==> src/rtl/pio_pkg.sv <==
package pio_pkg;

  // Strobes the control half hands to the datapath each cycle
  typedef struct packed {
    logic byteWe;   // full latch load
    logic bitWe;    // single latch bit load
    logic cfgWe;    // configuration load
    logic rdEn;     // a read is in progress
    logic rdLatch;  // read source is the latch, not the pads
  } pioStrobe_t;

  // Configuration field positions within the write data
  localparam int CFG_XBAR_BIT    = 0;
  localparam int CFG_PULLDIS_BIT = 1;
  localparam int CFG_WIDTH       = 2;

endpackage

==> src/rtl/pio_ctrl.sv <==
module pio_ctrl
  import pio_pkg::*;
(
  input  logic       clk,
  input  logic       rstN,
  input  logic       busWrByte,
  input  logic       busWrBit,
  input  logic       cfgWr,
  input  logic       busRd,
  input  logic       busRmw,
  output pioStrobe_t strb
);

  always_comb begin
    strb         = '0;
    strb.byteWe  = busWrByte;
    // a byte write overrides a simultaneous bit write
    strb.bitWe   = busWrBit & ~busWrByte;
    strb.cfgWe   = cfgWr;
    strb.rdEn    = busRd;
    strb.rdLatch = busRd & busRmw;
  end

  // the datapath never sees two latch load strobes at once
  assert_write_exclusive_R3: assert property (@(posedge clk) disable iff (!rstN)
    $onehot0({strb.byteWe, strb.bitWe}));

  // a latch-sourced read is always part of an active read
  assert_latch_read_qualified_R6: assert property (@(posedge clk) disable iff (!rstN)
    strb.rdLatch |-> strb.rdEn);

endmodule

==> src/rtl/pio_data.sv <==
module pio_data
  import pio_pkg::*;
#(
  parameter int              WIDTH      = 8,
  parameter logic [WIDTH-1:0] LATCH_INIT = '1,
  localparam int             IDXW       = (WIDTH > 1) ? $clog2(WIDTH) : 1
) (
  input  logic             clk,
  input  logic             rstN,
  input  pioStrobe_t       strb,
  input  logic [IDXW-1:0]  bitIdx,
  input  logic [WIDTH-1:0] wrData,
  output logic [WIDTH-1:0] rdData,
  input  logic [WIDTH-1:0] pinIn,
  input  logic [WIDTH-1:0] periphSel,
  input  logic [WIDTH-1:0] periphOut,
  input  logic [WIDTH-1:0] analogSel,
  output logic [WIDTH-1:0] padOut,
  output logic [WIDTH-1:0] padOe,
  output logic [WIDTH-1:0] pullupEn
);

  logic [WIDTH-1:0]     latchQ;
  logic [CFG_WIDTH-1:0] cfgQ;
  logic [WIDTH-1:0]     bitMask;
  logic                 xbarOn;
  logic                 pullOff;

  assign bitMask = {{(WIDTH-1){1'b0}}, 1'b1} << bitIdx;
  assign xbarOn  = cfgQ[CFG_XBAR_BIT];
  assign pullOff = cfgQ[CFG_PULLDIS_BIT];

  // Output latch storage
  always_ff @(posedge clk) begin
    if (!rstN) begin
      latchQ <= LATCH_INIT;
    end else if (strb.byteWe) begin
      latchQ <= wrData;
    end else if (strb.bitWe) begin
      latchQ <= (latchQ & ~bitMask) | (bitMask & {WIDTH{wrData[0]}});
    end
  end

  // Configuration storage
  always_ff @(posedge clk) begin
    if (!rstN) begin
      cfgQ <= '0;
    end else if (strb.cfgWe) begin
      cfgQ <= wrData[CFG_WIDTH-1:0];
    end
  end

  // Read source selection
  always_comb begin
    if (!strb.rdEn) begin
      rdData = '0;
    end else if (strb.rdLatch) begin
      rdData = latchQ;
    end else begin
      rdData = pinIn & ~analogSel;
    end
  end

  // Per-pad output muxing and pullup gating
  for (genvar p = 0; p < WIDTH; p++) begin : g_pad
    logic ownedByPeriph;
    assign ownedByPeriph = xbarOn & periphSel[p];
    always_comb begin
      if (analogSel[p]) begin
        padOut[p] = 1'b0;
      end else if (ownedByPeriph) begin
        padOut[p] = periphOut[p];
      end else begin
        padOut[p] = latchQ[p];
      end
    end
    assign padOe[p]    = ~analogSel[p];
    assign pullupEn[p] = ~pullOff & ~analogSel[p];
  end

  // a byte write lands in the latch one edge later
  assert_byte_write_R2: assert property (@(posedge clk) disable iff (!rstN)
    strb.byteWe |=> latchQ == $past(wrData));

  // without a write strobe the latch holds
  assert_latch_hold_R2: assert property (@(posedge clk) disable iff (!rstN)
    (!strb.byteWe && !strb.bitWe) |=> $stable(latchQ));

  // a bit write touches only the selected bit
  assert_bit_write_R3: assert property (@(posedge clk) disable iff (!rstN)
    strb.bitWe |=> (latchQ[$past(bitIdx)] == $past(wrData[0])) &&
                   ((latchQ & ~$past(bitMask)) == $past(latchQ & ~bitMask)));

  // analog pads read as zero on a pad read
  assert_analog_read_R5: assert property (@(posedge clk) disable iff (!rstN)
    (strb.rdEn && !strb.rdLatch) |-> (rdData & analogSel) == '0);

  // after the crossbar is switched off, non-analog pads follow the latch
  assert_xbar_off_R8: assert property (@(posedge clk) disable iff (!rstN)
    (strb.cfgWe && !wrData[CFG_XBAR_BIT]) |=> ((padOut ^ latchQ) & ~analogSel) == '0);

  // setting the pullup disable clears every pullup enable
  assert_pullup_off_R9: assert property (@(posedge clk) disable iff (!rstN)
    (strb.cfgWe && wrData[CFG_PULLDIS_BIT]) |=> pullupEn == '0);

endmodule

==> src/rtl/pio_port.sv <==
module pio_port
  import pio_pkg::*;
#(
  parameter int              WIDTH      = 8,
  parameter logic [WIDTH-1:0] LATCH_INIT = '1,
  localparam int             IDXW       = (WIDTH > 1) ? $clog2(WIDTH) : 1
) (
  input  logic             clk,
  input  logic             rstN,
  input  logic             busWrByte,
  input  logic             busWrBit,
  input  logic [IDXW-1:0]  busBitSel,
  input  logic [WIDTH-1:0] busWrData,
  input  logic             cfgWr,
  input  logic             busRd,
  input  logic             busRmw,
  output logic [WIDTH-1:0] busRdData,
  input  logic [WIDTH-1:0] pinIn,
  input  logic [WIDTH-1:0] periphSel,
  input  logic [WIDTH-1:0] periphOut,
  input  logic [WIDTH-1:0] analogSel,
  output logic [WIDTH-1:0] padOut,
  output logic [WIDTH-1:0] padOe,
  output logic [WIDTH-1:0] pullupEn
);

  pioStrobe_t strb;

  pio_ctrl u_ctrl (
    .clk       (clk),
    .rstN      (rstN),
    .busWrByte (busWrByte),
    .busWrBit  (busWrBit),
    .cfgWr     (cfgWr),
    .busRd     (busRd),
    .busRmw    (busRmw),
    .strb      (strb)
  );

  pio_data #(
    .WIDTH      (WIDTH),
    .LATCH_INIT (LATCH_INIT)
  ) u_data (
    .clk       (clk),
    .rstN      (rstN),
    .strb      (strb),
    .bitIdx    (busBitSel),
    .wrData    (busWrData),
    .rdData    (busRdData),
    .pinIn     (pinIn),
    .periphSel (periphSel),
    .periphOut (periphOut),
    .analogSel (analogSel),
    .padOut    (padOut),
    .padOe     (padOe),
    .pullupEn  (pullupEn)
  );

  // no read strobe, no read data
  assert_idle_read_zero_R11: assert property (@(posedge clk) disable iff (!rstN)
    !busRd |-> busRdData == '0);

endmodule

==> config.mk <==
export PLATFORM = sky130hd
export DESIGN_NAME = pio_port
export DESIGN_NICKNAME = d
export VERILOG_FILES = /design/src/rtl/pio_pkg.sv /design/src/rtl/pio_ctrl.sv /design/src/rtl/pio_data.sv /design/src/rtl/pio_port.sv
export SDC_FILE = /design/constraint.sdc
export NUM_CORES = 1
export LEC_CHECK = 0
export CAP_MARGIN = 20
export CORE_AREA = 4 4 58 60
export CTS_CLUSTER_SIZE = 30
export DETAILED_ROUTE_END_ITERATION = 8
export DIE_AREA = 0 0 62 64
export GPL_ROUTABILITY_DRIVEN = 0
export GPL_TIMING_DRIVEN = 1
export PLACE_DENSITY = 0.9
export SLEW_MARGIN = 20
export SYNTH_ARGS = -nofsm -noshare
export SYNTH_HDL_FRONTEND = slang
export SYNTH_HIERARCHICAL = 1
export SYNTH_SLANG_ARGS = --single-unit
==> constraint.sdc <==
create_clock -name clk -period 3.15 [get_ports clk]
set_input_delay 0.63 -clock clk [delete_from_list [all_inputs] [get_ports clk]]
set_output_delay 0.63 -clock clk [all_outputs]
set_load 0.005 [all_outputs]
==> results of run 1 <==
[metrics by stage]
stage	std cells	hold slack [ns]	utilization, %	instance area [µm²]	worst slack, ns
2_1_floorplan	131	0.517	-	903	1.18
3_3_place_gp	235	0.555	58.1	1700	0.155
3_5_place_dp	235	0.561	58.1	1700	0.128
4_1_cts	238	0.571	58.8	1720	0.120
5_1_grt	238	0.633	58.9	1720	0.115
6_report	238	0.561	58.9	1720	0.272
[cell families after synthesis]
group,after synthesis
flip-flops,10
buffers and inverters,20
AO/OA/AOI/OAI,25
multiplexers,9
AND/OR/NAND/NOR,67
[report_power, final]
| part | switching (mW) | total (mW) | internal [mW] | leakage (nW) |
|---|---|---|---|---|
| combinational | 0.0618 | 0.189 | 0.127 | 0.620 |
| sequential | 0.0129 | 0.148 | 0.136 | 0.0833 |
| clock | 0.0411 | 0.0851 | 0.0440 | 0.0138 |
| total | 0.116 | 0.423 | 0.307 | 0.717 |
[placed cells by master, fill, tap and decap left out, types with 2 or more instances in the layout]
master	count
a21oi_1	10
o211ai_1	7
nor2b_1	10
clkdlybuf4s50_1	81
nand2_1	23
mux2i_1	9
nor3b_1	2
a22oi_1	6
inv_1	9
nor2_1	14
nand4b_1	3
nand3_1	8
dfxtp_1	10
and4bb_1	3
clkbuf_4	3
[repair_timing]
action / 4_1_cts / 5_1_grt
setup endpoints to repair: 0 / 3
hold buffers: 0 / 0
resized for setup: 0 / 1
[metal layers]
metal	global-route usage (%)	vias up	part of all wire, %
li1	-	603	-
met5	0	-	0
met1	18.9	510	39
met4	5.04	0	1.1
met2	26.0	70	43
met3	5.25	4	16
[worst reg2reg max path, stage by stage (launching register included)]
cell	delay, ns
dfxtp_1	0.68
mux2i_1	0.15
nor2b_1	0.14
[cell type report]
cell class	count	area, µm²	share of cell area [%]
multi-input combinational	101	608	35.3
clock buffer	3	22.5	1.31
timing repair buffer	82	818	47.5
inverter	9	33.8	1.96
sequential	10	200	11.6
tap	33	41.3	2.39
[worst paths after layout]
path,cells past startpoint,to,start
worst min-delay path,2,register,register
worst max register to register,2,u_data/cfgQ[0],u_data/cfgQ[0]
worst max-delay path,6,busRdData[5],busRd
worst min register to register,2,register,register
==> reports/results.tsv, run 1 <==
metric	value	unit
outcome	complete, no violations	
Critical Path Source Type	input pin	
I/O pins	82	
Overflow after GRT	0	
remaining antenna violation count after routing	0	
Rows	20	
HP Class	register to register	
FF-to-FF setup slack	2.13	ns
Final Max Slew Viols	0	
# DRC	0	
top cells by area, synth	dfxtp_1 (22%), mux2i_1 (10%), nand2_1 (9.6%)	
Yosys top cell area share	22.2	%
Post-Synth Adder-Cell Area	0	%
setup bufs post-CTS	0	
Ys Warns	6	
Rel. slew slack	61.0	%
flops & latches, synth	10	
CP delay by family, top	buffers and inverters	
Post-Syn Area	903	µm²
XOR/XNOR Fraction of Synth Area	0	%
share of layout cells above drive strength 1	2.93	%
max-cap viol count	0	
first-pass GRT wire length	4850	µm
worst path required time	2.52	ns
cell accounting for the most synthesized area	dfxtp_1	
die height	64	µm
Num CTS Buffers	3	
Worst Tran Pin Value	0.582	ns
CTS Buffer Depth	2	
critical path fanouts, max	16	
Leak	0.717	nW
number of enable flip-flop cells after synthesis	0	
Post-Synthesis Cells	131	
Vias	1187	
Slowest-stage cell, CP	clkdlybuf4s50_1	
diode count	0	
setup TNS	0	ns
# setup viols final	0	
ys async rst share	0	%
post-detailed-route wirelength per cell	13.3	µm
fillcell total	274	
CTS tree	yes	
worst endpoint data arrival time	2.25	ns
post-synthesis compound-gate area fraction	17.9	%
Worst setup EP type	output pin	
clk sinks	10	
vias in the first global route	1089	
WS Path Type	input pin to output pin	
Hold Violations, Final	0	
slowest stage delay, CP	0.51	ns
Clock transition at path regs	0.06	ns
initial antenna violation count	0	
largest family of logic cells by synthesized area	simple AND/OR/NAND/NOR gates	
Clock Skew	0	ns
RSZ-0062 raised after global routing	no	
PD cells	245	nW/µm²
syn_nets	181	
Pre-antenna DRT Iters	4	
most frequent cell after synthesis	nand2_1	
largest net degree at the start of global routing	18	
post-synthesis simple-gate area fraction	39.3	%
Final Critical Period	2.88	ns
FMAX	0.347	GHz
GRT Total Usage	15.9	%
die area	3970	µm²
Layout area overhead	90.9	%
post-layout net count	257	
worst vdd ir	0.000159	V
Port Buffers	81	
area of the core	2930	µm²
crit-path cells	clkdlybuf4s50_1 -> and2_2 -> nor3b_1 -> a21oi_1 -> nor2b_1 -> clkdlybuf4s50_1	
drt initial violations	62	
Buf/Inv on CP	2	
detail-routed via count per cell	4.99	
post-synthesis mux area share	9.97	%
Final Cycle Share	91.4	%
DPL Wire Length	2610	µm
Clock Latency Late Sink	0.26	ns
Die Width	62	µm
# H-tree levels	1	
Post-synth top cells	nand2_1 (23), nor2_1 (14), a21oi_1 (10), dfxtp_1 (10), nor2b_1 (10)	
Final Power	0.423	mW
final wirelength	3170	µm
Synth Area per Inst	6.90	µm²
starting density of the core	30.9	%
sequential share of the synthesized area	22.2	%
CTS Root Cell	clkbuf_4	
Top FF cell, synth	dfxtp_1	
Distinct cells, synth	23	
most frequent CP cell	clkdlybuf4s50_1	
(Power assumes the default switching activity.)
==> inputs of run 2 (changes only) <==
--- a/config.mk
+++ b/config.mk
@@ -5,7 +5,6 @@
 export SDC_FILE = /design/constraint.sdc
 export NUM_CORES = 1
 export LEC_CHECK = 0
-export CAP_MARGIN = 20
 export CORE_AREA = 4 4 58 60
 export CTS_CLUSTER_SIZE = 30
 export DETAILED_ROUTE_END_ITERATION = 8
@@ -13,7 +12,7 @@
 export GPL_ROUTABILITY_DRIVEN = 0
 export GPL_TIMING_DRIVEN = 1
 export PLACE_DENSITY = 0.9
-export SLEW_MARGIN = 20
+export SLEW_MARGIN = 10
 export SYNTH_ARGS = -nofsm -noshare
 export SYNTH_HDL_FRONTEND = slang
 export SYNTH_HIERARCHICAL = 1
==> results of run 2 <==
Same layout as run 1: the final DEF is identical, and so are final timing and power.
==> inputs of run 3 (changes only) <==
--- a/config.mk
+++ b/config.mk
@@ -5,13 +5,15 @@
 export SDC_FILE = /design/constraint.sdc
 export NUM_CORES = 1
 export LEC_CHECK = 0
+export ABC_AREA = 1
 export CORE_AREA = 4 4 58 60
 export CTS_CLUSTER_SIZE = 30
 export DETAILED_ROUTE_END_ITERATION = 8
 export DIE_AREA = 0 0 62 64
 export GPL_ROUTABILITY_DRIVEN = 0
 export GPL_TIMING_DRIVEN = 1
-export PLACE_DENSITY = 0.9
+export PLACE_DENSITY = 0.93
+export SKIP_LAST_GASP = 1
 export SLEW_MARGIN = 10
 export SYNTH_ARGS = -nofsm -noshare
 export SYNTH_HDL_FRONTEND = slang
==> run 3 against run 2 <==
- die area stayed put
- critical path type unchanged
- non-clock buffer count is 1 higher
- first-iteration DRC count is 1.6% lower
- maximum frequency is 4.4% higher
- critical endpoint is now busRdData[1]
- synthesized cell count is 34% higher
- setup slack better by 0.12 ns
- core utilization is 1.8 points higher
==> reports/results.tsv, run 3 <==
metric	value	unit	change
setup bufs post-CTS	0		unchanged
Final Critical Period	2.76	ns	-0.122 ns
die height	64	µm	unchanged
# H-tree levels	1		unchanged
max-cap viol count	0		unchanged
die area	3970	µm²	unchanged
top cells by area, synth	dfxtp_1 (20%), nand3_1 (19%), nand2_1 (17%)		
Top FF cell, synth	dfxtp_1		
Post-CTS Resized	0		unchanged
Rows	20		unchanged
critical path fanouts, max	8		-8
vias in the first global route	1224		+12%
largest net degree at the start of global routing	18		unchanged
remaining antenna violation count after routing	0		unchanged
HP Class	register to register		
outcome	complete, no violations		
syn_nets	225		+24%
Num CTS Buffers	3		unchanged
Overflow after GRT	0		unchanged
CTS tree	yes		
setup TNS	0	ns	unchanged
most frequent cell after synthesis	nand2_1		
initial antenna violation count	0		unchanged
Distinct cells, synth	19		-17%
Clock Latency Late Sink	0.25	ns	about the same
flops & latches, synth	10		unchanged
Final Util	60.7	%	+1.8 points
clk sinks	10		unchanged
sequential share of the synthesized area	20.5	%	-1.7 points
DPL Wire Length	2920	µm	+12%
sw frac	29.8	%	+2.4 points
worst slack, placed	0.407	ns	+0.279 ns
Post-Syn Area	978	µm²	+8.3%
Final Max Slew Viols	0		unchanged
# DRC	0		unchanged
Rel. slew slack	64.0	%	+3.0 points
Yosys top cell area share	20.5	%	-1.7 points
worst vdd ir	0.000156	V	-1.8%
starting density of the core	33.4	%	+2.6 points
slowest stage delay, CP	0.51	ns	about the same
P_sw	0.131	mW	+13%
Worst setup EP type	output pin		
GRT Total Usage	16.4	%	+0.56 points
post-layout net count	301		+17%
most common cell after layout, fill and taps aside	clkdlybuf4s50_1		
setup ws final	0.394	ns	+0.122 ns
PD cells	247	nW/µm²	+0.95%
I/O pins	82		unchanged
Worst R2R Start	u_data/cfgQ[0]		
worst endpoint data arrival time	2.13	ns	-0.12 ns
# setup viols final	0		unchanged
Pre-antenna DRT Iters	4		unchanged
cell accounting for the most synthesized area	dfxtp_1		
Clock transition at path regs	0.06	ns	about the same
CTS Buffer Depth	2		unchanged
detail-routed via count per cell	4.94		-1.0%
RSZ-0062 raised after global routing	no		
most frequent cells in the layout	clkdlybuf4s50_1 (81), nand2_1 (44), nand3_1 (37)		
Die Width	62	µm	unchanged
Post-synth top cells	nand2_1 (44), nand3_1 (37), a21oi_1 (18)		
Critical Path Source Type	input pin		
Synth Area per Inst	5.59	µm²	-19%
clock power share	18.7	%	-1.4 points
Vias	1392		+17%
Final Cycle Share	87.5	%	-3.9 points
Clock Skew	0	ns	unchanged
Ys Warns	6		unchanged
CTS Root Cell	clkbuf_4		
worst path required time	2.52	ns	about the same
CTS Hold Bufs	0		unchanged
crit-path cells	clkdlybuf4s50_1 -> nand2_1 -> inv_1 -> inv_1 -> o21ai_0 -> nor2_1 -> clkdlybuf4s50_1		
final wirelength	3520	µm	+11%
CP Launch Point	busRd		
ys async rst share	0	%	unchanged
first-pass GRT wire length	5120	µm	+5.5%
internal power	0.309	mW	+0.71%
diode count	0		unchanged
Comb pwr share	47.1	%	+2.4 points
Post-Synthesis Cells	175		+34%
Worst Tran Pin Value	0.539	ns	-0.0433 ns
area of the core	2930	µm²	unchanged
Slowest-stage cell, CP	clkdlybuf4s50_1		
FMAX	0.363	GHz	+4.4%
Port Buffers	81		unchanged
number of enable flip-flop cells after synthesis	0		unchanged
drt initial violations	61		-1.6%
Hold Violations, Final	0		unchanged
Leak	0.780	nW	+8.8%
Layout area overhead	81.7	%	
post-detailed-route wirelength per cell	12.5	µm	-6.3%
Seq pwr share	34.2	%	-0.9 points
WS Path Type	input pin to output pin		
share of layout cells above drive strength 1	6.02	%	+3.1 points
[run 3: cell type report]
type / instances / area (µm²)
clock buffers: 3 / 22.5
fillers: 283 / 1150
inverters: 17 / 68.8
multi-input cells: 136 / 619
flip-flops and latches: 10 / 200
well taps: 33 / 41.3
repair buffers: 83 / 826
[run 3: kinds of logic after synthesis]
| logic type | synth area share (%) |
|---|---|
| and+or+nand+nor | 48.0 |
| DFF | 20.5 |
| AOI/OAI and AO/OA | 15.3 |
| buffers and inverters | 16.2 |
[run 3: layer usage]
layer / global-route usage [%] / wire length (µm) / vias up
met5: 0 / 0 / -
met4: 3.71 / 0 / 0
met3: 3.23 / 463 / 0
met2: 28.4 / 1620 / 63
met1: 20.2 / 1430 / 611
li1: - / - / 718
[run 3: worst paths after layout]
| kind | end | slack (ns) | cells after the start |
|---|---|---|---|
| hold reg to reg | register | 0.52 | 2 |
| setup / recovery | busRdData[1] | 0.39 | 7 |
| hold / removal | register | 0.52 | 2 |
| setup reg to reg | u_data/cfgQ[0] | 2.12 | 2 |
[run 3: worst max-delay path: cells and delay by family]
kind	cells	cell delay, ns
compound gates	1	0.12
buf+inv	4	1.17
simple gates	2	0.20
[run 3: power by group through the flow]
stage / logic (mW) / clock network (mW) / registers, mW
global placement: 0.202 / 0 / 0.153
CTS: 0.208 / 0.0857 / 0.150
global route: 0.228 / 0.0909 / 0.152
floorplan: 0.0855 / 0 / 0.144
detailed placement: 0.207 / 0 / 0.153
finish: 0.207 / 0.0822 / 0.151
[run 3: through the flow]
| stage | instance area [µm²] | power [mW] | instances | hold WS (ns) |
|---|---|---|---|---|
| 2_1_floorplan | 978 | 0.229 | 175 | 0.485 |
| 3_3_place_gp | 1760 | 0.356 | 279 | 0.513 |
| 3_5_place_dp | 1760 | 0.360 | 279 | 0.513 |
| 4_1_cts | 1780 | 0.444 | 282 | 0.524 |
| 5_1_grt | 1780 | 0.471 | 282 | 0.551 |
| 6_report | 1780 | 0.440 | 282 | 0.522 |
